==> config.mk <==
export PLATFORM = sky130hd
export DESIGN_NAME = bbf_banked_fifo
export DESIGN_NICKNAME = d
export VERILOG_FILES = /design/src/rtl/bbf_pkg.sv /design/src/rtl/bbf_rst_sync.sv /design/src/rtl/bbf_bank.sv /design/src/rtl/bbf_ctl.sv /design/src/rtl/bbf_banked_fifo.sv
export SDC_FILE = /design/constraint.sdc
export NUM_CORES = 1
export LEC_CHECK = 0
export ABC_AREA = 0
export BUFFER_PORTS_ARGS = -buffer_cell sky130_fd_sc_hd__buf_2
export CORE_UTILIZATION = 60
export CTS_CLUSTER_SIZE = 20
export DETAILED_ROUTE_END_ITERATION = 8
export PLACE_DENSITY_LB_ADDON = 0.2
export SLEW_MARGIN = 20
export SYNTH_ARGS = -nofsm -noshare
export SYNTH_HDL_FRONTEND = slang
export SYNTH_SLANG_ARGS = --single-unit
==> constraint.sdc <==
create_clock -name clk -period 3.9 [get_ports clk]
set_input_delay 0.585 -clock clk [delete_from_list [all_inputs] [get_ports clk]]
set_output_delay 0.585 -clock clk [all_outputs]
set_load 0.1 [all_outputs]
==> src/rtl/bbf_pkg.sv <==
package bbf_pkg;
  localparam int unsigned BYTE_W = 8;
  typedef logic [BYTE_W-1:0] byte_t;
endpackage

==> src/rtl/bbf_rst_sync.sv <==
module bbf_rst_sync (
  input  logic clk,
  input  logic rst_n,
  output logic rst_sync_n
);
  logic [1:0] sync_q;

  always_ff @(posedge clk or negedge rst_n) begin
    if (!rst_n) sync_q <= 2'b00;
    else        sync_q <= {sync_q[0], 1'b1};
  end

  assign rst_sync_n = sync_q[1];
endmodule

==> src/rtl/bbf_bank.sv <==
module bbf_bank #(
  parameter  int DEPTH = 16,
  parameter  int DW    = 8,
  localparam int AW    = (DEPTH > 1) ? $clog2(DEPTH) : 1,
  localparam int CW    = $clog2(DEPTH + 1)
) (
  input  logic          clk,
  input  logic          rst_n,
  input  logic          clr,
  input  logic          push,
  input  logic          pop,
  input  logic [DW-1:0] din,
  output logic [DW-1:0] dout,
  output logic [CW-1:0] level
);
  logic [DW-1:0] mem [DEPTH];
  logic [AW-1:0] wptr_q, wptr_n, rptr_q, rptr_n;
  logic [CW-1:0] lvl_q, lvl_n;

  function automatic logic [AW-1:0] step(input logic [AW-1:0] p);
    return (p == AW'(DEPTH - 1)) ? '0 : p + 1'b1;
  endfunction

  always_comb begin
    wptr_n = wptr_q;
    rptr_n = rptr_q;
    lvl_n  = lvl_q;
    if (clr) begin
      wptr_n = '0;
      rptr_n = '0;
      lvl_n  = '0;
    end else begin
      if (push) wptr_n = step(wptr_q);
      if (pop)  rptr_n = step(rptr_q);
      lvl_n = lvl_q + CW'(push) - CW'(pop);
    end
  end

  always_ff @(posedge clk or negedge rst_n) begin
    if (!rst_n) begin
      wptr_q <= '0;
      rptr_q <= '0;
      lvl_q  <= '0;
    end else begin
      wptr_q <= wptr_n;
      rptr_q <= rptr_n;
      lvl_q  <= lvl_n;
    end
  end

  always_ff @(posedge clk) begin
    if (push && !clr) mem[wptr_q] <= din;
  end

  assign dout  = mem[rptr_q];
  assign level = lvl_q;
endmodule

==> src/rtl/bbf_ctl.sv <==
module bbf_ctl #(
  parameter  int NB = 4,
  localparam int SW = (NB > 1) ? $clog2(NB) : 1
) (
  input  logic          clk,
  input  logic          rst_n,
  input  logic          clr,
  input  logic          push_word,
  input  logic          push_byte,
  input  logic          pop_word,
  input  logic          pop_byte,
  input  logic [NB-1:0] bank_full,
  input  logic [NB-1:0] bank_empty,
  output logic [NB-1:0] push_en,
  output logic [NB-1:0] pop_en,
  output logic [SW-1:0] wr_sel,
  output logic [SW-1:0] rd_sel,
  output logic          err
);
  logic [SW-1:0] wr_q, wr_n, rd_q, rd_n;
  logic          err_q, err_n;
  logic          pb_try, qb_try;
  logic          push_w_ok, push_b_ok, pop_w_ok, pop_b_ok;
  logic          refused;

  function automatic logic [SW-1:0] rot(input logic [SW-1:0] s);
    return (s == SW'(NB - 1)) ? '0 : s + 1'b1;
  endfunction

  always_comb begin
    pb_try    = push_byte & ~push_word;
    qb_try    = pop_byte & ~pop_word;
    push_w_ok = push_word & ~(|bank_full);
    push_b_ok = pb_try & ~bank_full[wr_q];
    pop_w_ok  = pop_word & ~(|bank_empty);
    pop_b_ok  = qb_try & ~bank_empty[rd_q];
    refused   = (push_word & (|bank_full)) | (pb_try & bank_full[wr_q]) |
                (pop_word & (|bank_empty)) | (qb_try & bank_empty[rd_q]);
  end

  for (genvar k = 0; k < NB; k++) begin : g_en
    assign push_en[k] = ~clr & (push_w_ok | (push_b_ok & (wr_q == SW'(k))));
    assign pop_en[k]  = ~clr & (pop_w_ok  | (pop_b_ok  & (rd_q == SW'(k))));
  end

  always_comb begin
    wr_n  = wr_q;
    rd_n  = rd_q;
    err_n = err_q;
    if (clr) begin
      wr_n  = '0;
      rd_n  = '0;
      err_n = 1'b0;
    end else begin
      if (push_b_ok) wr_n = rot(wr_q);
      if (pop_b_ok)  rd_n = rot(rd_q);
      if (refused)   err_n = 1'b1;
    end
  end

  always_ff @(posedge clk or negedge rst_n) begin
    if (!rst_n) begin
      wr_q  <= '0;
      rd_q  <= '0;
      err_q <= 1'b0;
    end else begin
      wr_q  <= wr_n;
      rd_q  <= rd_n;
      err_q <= err_n;
    end
  end

  assign wr_sel = wr_q;
  assign rd_sel = rd_q;
  assign err    = err_q;
endmodule

==> src/rtl/bbf_banked_fifo.sv <==
module bbf_banked_fifo
  import bbf_pkg::*;
#(
  parameter int BUS_W     = 32,
  parameter int DEPTH     = 16,
  parameter bit TO_SERIAL = 1'b1
) (
  input  logic             clk,
  input  logic             rst_n,
  input  logic             clr,
  input  logic             bus_word,
  input  logic             bus_byte,
  input  logic [BUS_W-1:0] bus_wdata,
  output logic [BUS_W-1:0] bus_rdata,
  input  logic             ser_req,
  input  logic [7:0]       ser_wdata,
  output logic [7:0]       ser_rdata,
  output logic             st_full,
  output logic             st_half,
  output logic             st_empty,
  output logic             word_avail,
  output logic             byte_avail,
  output logic             err
);
  localparam int NB = BUS_W / BYTE_W;
  localparam int SW = (NB > 1) ? $clog2(NB) : 1;
  localparam int CW = $clog2(DEPTH + 1);
  localparam int HALF = DEPTH / 2;

  logic          rst_sync_n;
  logic          push_word, push_byte, pop_word, pop_byte;
  byte_t         byte_in;
  logic [NB-1:0] push_en, pop_en, bank_full, bank_empty, bank_half;
  logic [SW-1:0] wr_sel, rd_sel;
  byte_t         head [NB];
  logic [CW-1:0] lvl [NB];
  logic [BUS_W-1:0] head_word;

  bbf_rst_sync u_rst (
    .clk        (clk),
    .rst_n      (rst_n),
    .rst_sync_n (rst_sync_n)
  );

  // direction mapping: transmit build pushes from the bus, receive build from serial
  assign push_word = TO_SERIAL ? bus_word : 1'b0;
  assign push_byte = TO_SERIAL ? bus_byte : ser_req;
  assign pop_word  = TO_SERIAL ? 1'b0     : bus_word;
  assign pop_byte  = TO_SERIAL ? ser_req  : bus_byte;
  assign byte_in   = TO_SERIAL ? bus_wdata[7:0] : ser_wdata;

  bbf_ctl #(.NB(NB)) u_ctl (
    .clk        (clk),
    .rst_n      (rst_sync_n),
    .clr        (clr),
    .push_word  (push_word),
    .push_byte  (push_byte),
    .pop_word   (pop_word),
    .pop_byte   (pop_byte),
    .bank_full  (bank_full),
    .bank_empty (bank_empty),
    .push_en    (push_en),
    .pop_en     (pop_en),
    .wr_sel     (wr_sel),
    .rd_sel     (rd_sel),
    .err        (err)
  );

  for (genvar k = 0; k < NB; k++) begin : g_bank
    byte_t din_k;
    assign din_k = push_word ? bus_wdata[BYTE_W*k +: BYTE_W] : byte_in;

    bbf_bank #(.DEPTH(DEPTH), .DW(BYTE_W)) u_bank (
      .clk   (clk),
      .rst_n (rst_sync_n),
      .clr   (clr),
      .push  (push_en[k]),
      .pop   (pop_en[k]),
      .din   (din_k),
      .dout  (head[k]),
      .level (lvl[k])
    );

    assign bank_full[k]  = (lvl[k] == CW'(DEPTH));
    assign bank_half[k]  = (lvl[k] >= CW'(HALF));
    assign bank_empty[k] = (lvl[k] == '0);
    assign head_word[BYTE_W*k +: BYTE_W] = head[k];
  end

  assign st_full    = |bank_full;
  assign st_half    = |bank_half;
  assign st_empty   = &bank_empty;
  assign word_avail = ~(|bank_empty);
  assign byte_avail = ~bank_empty[rd_sel];

  assign ser_rdata = TO_SERIAL ? head[rd_sel] : 8'h00;
  assign bus_rdata = TO_SERIAL ? '0 :
                     (bus_word ? head_word : {{(BUS_W-BYTE_W){1'b0}}, head[rd_sel]});
endmodule

==> flow_summary.html <==
<table>
<tr><th>Metric</th><th>Value</th></tr>
<tr><th colspan="2">STA</th></tr>
<tr><td>Worst-margin pin slew</td><td>0.7196 ns</td></tr>
<tr><td>Skew final</td><td>0.01411 ns</td></tr>
<tr><td>Pins over their slew limit</td><td>0</td></tr>
<tr><td>Share of the cycle needed by the critical path after routing</td><td>0.9904</td></tr>
<tr><td>Endpoints failing setup</td><td>0</td></tr>
<tr><td>Min Tclk post-route</td><td>3.862 ns</td></tr>
<tr><td>Post-route worst setup slack</td><td>between 0.03 and 0.04 ns</td></tr>
<tr><td>Setup Total Neg Slack</td><td>0 ns</td></tr>
<tr><td>Fmax</td><td>258.9 MHz</td></tr>
<tr><td>Unrepaired setup endpoints after global routing</td><td>no</td></tr>
<tr><td>Worst rel slew slack</td><td>0.5203</td></tr>
<tr><td>Number of hold-slack violations in the final timing report</td><td>0</td></tr>
<tr><th colspan="2">Power and ir drop</th></tr>
<tr><td>Clock network power share</td><td>0.318</td></tr>
<tr><td>Highest ir drop seen on vdd</td><td>0.4474 mV</td></tr>
<tr><td>Seq pwr share</td><td>0.430</td></tr>
<tr><td>Power density over the cells</td><td>606.8 nW/µm²</td></tr>
<tr><td>Relative contribution of combinational cells to total power</td><td>0.251</td></tr>
<tr><td>Switching power</td><td>5.123 mW</td></tr>
<tr><td>Static leakage</td><td>between 9 and 10 nW</td></tr>
<tr><td>Cell-internal power</td><td>approximately 12 mW</td></tr>
<tr><td>Switch share</td><td>0.3076</td></tr>
<tr><th colspan="2">GRT</th></tr>
<tr><td>Antenna violations before repair</td><td>2</td></tr>
<tr><td>Wire length of the first global-routing pass</td><td>~78000 µm</td></tr>
<tr><td>GRT Residual Overflow</td><td>0</td></tr>
<tr><td>Combined global-route utilization of all metal layers</td><td>0.2579</td></tr>
<tr><td>Pin count of the biggest net entering global routing</td><td>52</td></tr>
<tr><td>Vias in the first global route</td><td>approximately 13000</td></tr>
<tr><th colspan="2">Cells and area</th></tr>
<tr><td>Layout cells sized above 1</td><td>0.2263</td></tr>
<tr><td>Fill cells</td><td>2598</td></tr>
<tr><td>Design area</td><td>27450 µm²</td></tr>
<tr><td>Area Growth Syn to Fin</td><td>11.83%</td></tr>
<tr><td>Total area of sequential cells</td><td>16860 µm²</td></tr>
<tr><td>Area of the multi-input gates</td><td>approximately 7000 µm²</td></tr>
<tr><td>Final std cells w/o fill</td><td>2099</td></tr>
<tr><td>Utilization after layout</td><td>0.6861</td></tr>
<tr><td># nets final</td><td>1643</td></tr>
<tr><th colspan="2">Route</th></tr>
<tr><td>Via count</td><td>12980</td></tr>
<tr><td>Final wirelength</td><td>51760 µm</td></tr>
<tr><td>Vias per std cell</td><td>6.182</td></tr>
<tr><td>Number of routed nets with antenna violations</td><td>0</td></tr>
<tr><td>Iter 0 DRT Violations</td><td>1242</td></tr>
<tr><td>Mean routed wirelength per cell</td><td>24.66 µm</td></tr>
<tr><td>Iteration count of the initial detailed-routing pass</td><td>5</td></tr>
<tr><td>Drc violations</td><td>0</td></tr>
<tr><th colspan="2">Floorplan</th></tr>
<tr><td>Top-level port count</td><td>92</td></tr>
<tr><td>Area enclosed by the die boundary</td><td>~42000 µm²</td></tr>
<tr><td>Number of placement rows</td><td>73</td></tr>
<tr><td>Die width</td><td>~200 µm</td></tr>
<tr><td>Initial Utilization</td><td>0.6135</td></tr>
<tr><td>Floorplan Core Area</td><td>40010 µm²</td></tr>
<tr><td>Die extent in y</td><td>a little over 200 µm</td></tr>
<tr><th colspan="2">Synth</th></tr>
<tr><td>Ranking of synthesized cells by instance count</td><td>512 x sky130_fd_sc_hd__edfxtp_1, 121 x sky130_fd_sc_hd__mux4_2, 92 x sky130_fd_sc_hd__nand2_1</td></tr>
<tr><td>Post-synthesis share of cell area spent on xor and xnor gates</td><td>0.005710</td></tr>
<tr><td>Synth Area in Simple Gates</td><td>0.06831</td></tr>
<tr><td>Most frequent cell after synthesis</td><td>sky130_fd_sc_hd__edfxtp_1</td></tr>
<tr><td>Netlist area before placement</td><td>approximately 25000 µm²</td></tr>
<tr><td>Yosys synthesis warning count</td><td>0</td></tr>
<tr><td>Mapped Avg Cell Area</td><td>17.18 µm²</td></tr>
<tr><td>Unique masters post-synth</td><td>62</td></tr>
<tr><td>Synth Area in Compound Gates</td><td>0.04425</td></tr>
<tr><td>Top-area cell type share of the netlist area</td><td>0.6264</td></tr>
<tr><td>Post-synthesis sequential area ratio</td><td>0.6866</td></tr>
<tr><td>Biggest area contributors in the synthesized netlist</td><td>sky130_fd_sc_hd__edfxtp_1 63%, sky130_fd_sc_hd__mux4_2 11%, sky130_fd_sc_hd__dfrtp_1 6.0%, sky130_fd_sc_hd__ha_1 3.1%, sky130_fd_sc_hd__nand2_1 1.4%</td></tr>
<tr><td>Largest family of logic cells by synthesized area</td><td>multiplexers</td></tr>
<tr><td>Async SR Flop Fraction</td><td>0.1033</td></tr>
<tr><td>EDFF count, synth</td><td>512</td></tr>
<tr><td>Adder-cell area share of the yosys netlist</td><td>0.03385</td></tr>
<tr><td>Synthesis-stage register bit count</td><td>571</td></tr>
<tr><td>Synthesized netlist cell count</td><td>1429</td></tr>
<tr><td>Cell type contributing the most total cell area after synthesis</td><td>sky130_fd_sc_hd__edfxtp_1</td></tr>
<tr><td>Most used flip-flop cell after synthesis</td><td>sky130_fd_sc_hd__edfxtp_1</td></tr>
<tr><td>Proportion of synthesized area in mux cells</td><td>0.1301</td></tr>
<tr><th colspan="2">Clocking</th></tr>
<tr><td>Clock insertion delay at the later pin of the skew report</td><td>0.59 ns</td></tr>
<tr><td>Clk Tree Root Cell</td><td>sky130_fd_sc_hd__clkbuf_16</td></tr>
<tr><td>Clock tree from TritonCTS</td><td>built</td></tr>
<tr><td>Clock-pin slew of the registers on the worst-case setup and hold paths</td><td>0.06 ns</td></tr>
<tr><td># H-tree levels</td><td>2</td></tr>
<tr><td>Buffer depth of the longest clock path</td><td>3</td></tr>
<tr><td>TritonCTS sink count</td><td>571</td></tr>
<tr><td>CTS buffer count</td><td>55</td></tr>
<tr><th colspan="2">Place</th></tr>
<tr><td>Placed standard-cell area</td><td>25460 µm²</td></tr>
<tr><td>Hpwl dp</td><td>34850 µm</td></tr>
<tr><td>Buffers added on ports</td><td>51</td></tr>
<tr><td>Placed cell count</td><td>1990</td></tr>
<tr><td>Pre-CTS WS</td><td>0.2659 ns</td></tr>
<tr><td>Final RePlAce weighted congestion</td><td>0.8445</td></tr>
<tr><th colspan="2">Worst setup path</th></tr>
<tr><td>Cell class contributing the biggest share of worst-path delay</td><td>compound AO/OA/AOI/OAI gates</td></tr>
<tr><td>Data required time of the critical path</td><td>3.31 ns</td></tr>
<tr><td>Critical Path Slowest Stage Cell</td><td>sky130_fd_sc_hd__nor2b_1</td></tr>
<tr><td>Startpoint kind of the worst setup timing path</td><td>flop</td></tr>
<tr><td>Worst path buffer plus inverter count</td><td>2</td></tr>
<tr><td>Worst-path fanout max</td><td>12</td></tr>
<tr><td>Cells along the critical path</td><td>nor2b_1 -&gt; a211oi_1 -&gt; buf_4 -&gt; a31o_2 -&gt; a32oi_1 -&gt; buf_2</td></tr>
<tr><td>Critical path class</td><td>flop to output port</td></tr>
<tr><td>Nature of the critical path endpoint</td><td>output port</td></tr>
<tr><td>Signal arrival time at the worst endpoint</td><td>between 3 and 4 ns</td></tr>
<tr><td>Worst stage delay on the critical path</td><td>approximately 0.65 ns</td></tr>
<tr><th colspan="2">Run</th></tr>
<tr><td>Max Cap Violations</td><td>0</td></tr>
<tr><th colspan="2">Outcome</th></tr>
<tr><td>Result of the run</td><td>complete, no violations</td></tr>
<tr><th colspan="2">Worst hold path</th></tr>
<tr><td>Worst min-delay path class</td><td>flop to asynchronous set/reset pin</td></tr>
</table>
## what timing repair did
action                     4_1_cts  5_1_grt
gates resized for setup         10        9
hold buffers                     1        0
setup endpoints to repair        8        9
setup buffers                    5        5
hold endpoints to repair         2        0
## registers in the layout (all words and copies together) (netlist names)
name                  flops
g_bank.u_bank.mem       512
g_bank.u_bank.rptr_q     16
u_ctl.rd_sel              2
u_rst.sync_q              2
u_ctl.wr_sel              2
u_ctl.err                 1
g_bank.u_bank.level      20
g_bank.u_bank.wptr_q     16
## final timing paths
check / start / end / slack [ns] / depth (start not counted)
worst max-delay path: g_bank[3].u_bank.rptr_q[2] / ser_rdata[0] / 0.04 / 6
worst min-delay path: u_rst.sync_q[1] / g_bank[2].u_bank.wptr_q[2] / 0.09 / 0
worst max register to register: g_bank[3].u_bank.level[2] / g_bank[1].u_bank.level[4] / 0.35 / 17
worst min register to register: u_rst.sync_q[1] / g_bank[2].u_bank.wptr_q[2] / 0.09 / 0
max in group asynchronous: u_rst.sync_q[1] / g_bank[3].u_bank.rptr_q[0] / 2.80 / 1
min in group clk: u_rst.sync_q[0] / u_rst.sync_q[1] / 0.35 / 0
## cells in the final DEF, fill, tap and decap left out, types with 9 or more instances in the layout
cell type,n
sky130_fd_sc_hd__conb_1,33
sky130_fd_sc_hd__nand2b_1,14
sky130_fd_sc_hd__mux4_2,121
sky130_fd_sc_hd__buf_4,58
sky130_fd_sc_hd__xnor2_1,12
sky130_fd_sc_hd__and2_1,24
sky130_fd_sc_hd__clkbuf_16,57
sky130_fd_sc_hd__o21ai_0,9
sky130_fd_sc_hd__nor2b_1,26
sky130_fd_sc_hd__a22o_1,10
sky130_fd_sc_hd__nor2_1,61
sky130_fd_sc_hd__inv_1,59
sky130_fd_sc_hd__or3_1,9
sky130_fd_sc_hd__clkinv_1,10
sky130_fd_sc_hd__nand2_1,92
sky130_fd_sc_hd__a221oi_1,9
sky130_fd_sc_hd__a21oi_1,39
sky130_fd_sc_hd__buf_2,46
sky130_fd_sc_hd__ha_1,60
sky130_fd_sc_hd__edfxtp_1,512
sky130_fd_sc_hd__mux2_2,14
sky130_fd_sc_hd__mux2i_1,31
sky130_fd_sc_hd__a22oi_1,22
sky130_fd_sc_hd__clkinv_2,9
sky130_fd_sc_hd__and3_1,49
sky130_fd_sc_hd__dfrtp_1,52
## layout make-up
class / instances / area share
Multi-Input combinational cell: 734 / 0.2589
Timing Repair Buffer: 112 / 0.02895
Sequential cell: 571 / 0.6145
Tap cell: 525 / 0.02393
Inverter: 59 / 0.008069
Clock buffer: 65 / 0.05306
Clock inverter: 32 / 0.01249
Antenna cell: 1 / 0.00009117
## power groups by stage
stage	sequential [mW]	clock [mW]	combinational [mW]
after floorplan	7.26	0	3.14
after global placement	7.30	0	4.00
after detailed placement	7.32	0	4.06
after CTS	7.17	5.38	4.17
after global routing	7.20	5.60	4.49
final	7.17	5.30	4.19
## cell families after synthesis
group	Yosys count
buf+inv	155
other cells	2
fa+ha+maj	64
compound gates	145
xor+xnor	16
flops	571
simple gates	310
mux	166
## worst reg2reg max path, stage by stage, from the launching register on
cell and delay [ns]:
sky130_fd_sc_hd__dfrtp_1 0.39, sky130_fd_sc_hd__inv_1 0.10, sky130_fd_sc_hd__ha_1 0.20, sky130_fd_sc_hd__nor4bb_1 0.50
sky130_fd_sc_hd__mux4_2 0.46, sky130_fd_sc_hd__o2bb2a_4 0.25, sky130_fd_sc_hd__nor2_1 0.08, sky130_fd_sc_hd__inv_1 0.09
sky130_fd_sc_hd__ha_1 0.23, sky130_fd_sc_hd__inv_1 0.09, sky130_fd_sc_hd__ha_1 0.18, sky130_fd_sc_hd__inv_1 0.06
sky130_fd_sc_hd__fa_1 0.43, sky130_fd_sc_hd__inv_1 0.08, sky130_fd_sc_hd__a21oi_1 0.05, sky130_fd_sc_hd__nor2_1 0.10
sky130_fd_sc_hd__or3_1 0.11, sky130_fd_sc_hd__a21oi_1 0.06
## metal layers
layer | wire length (µm) | track usage
met5 | 0 | 0
met2 | 25290 | 0.4108
met1 | 20920 | 0.3588
met3 | 4030 | 0.05405
met4 | 1521 | 0.08555
## metrics by stage
| step | hold WS [ns] | power, mW |
|---|---|---|
| 2_1_floorplan | 0.2894 | 10.40 |
| 3_3_place_gp | 0.09768 | 11.30 |
| 3_5_place_dp | 0.1007 | 11.38 |
| 4_1_cts | 0.1058 | 16.72 |
| 5_1_grt | 0.1174 | 17.29 |
| 6_report | 0.09089 | 16.66 |
Note: power is estimated with default switching activity, not from simulation.
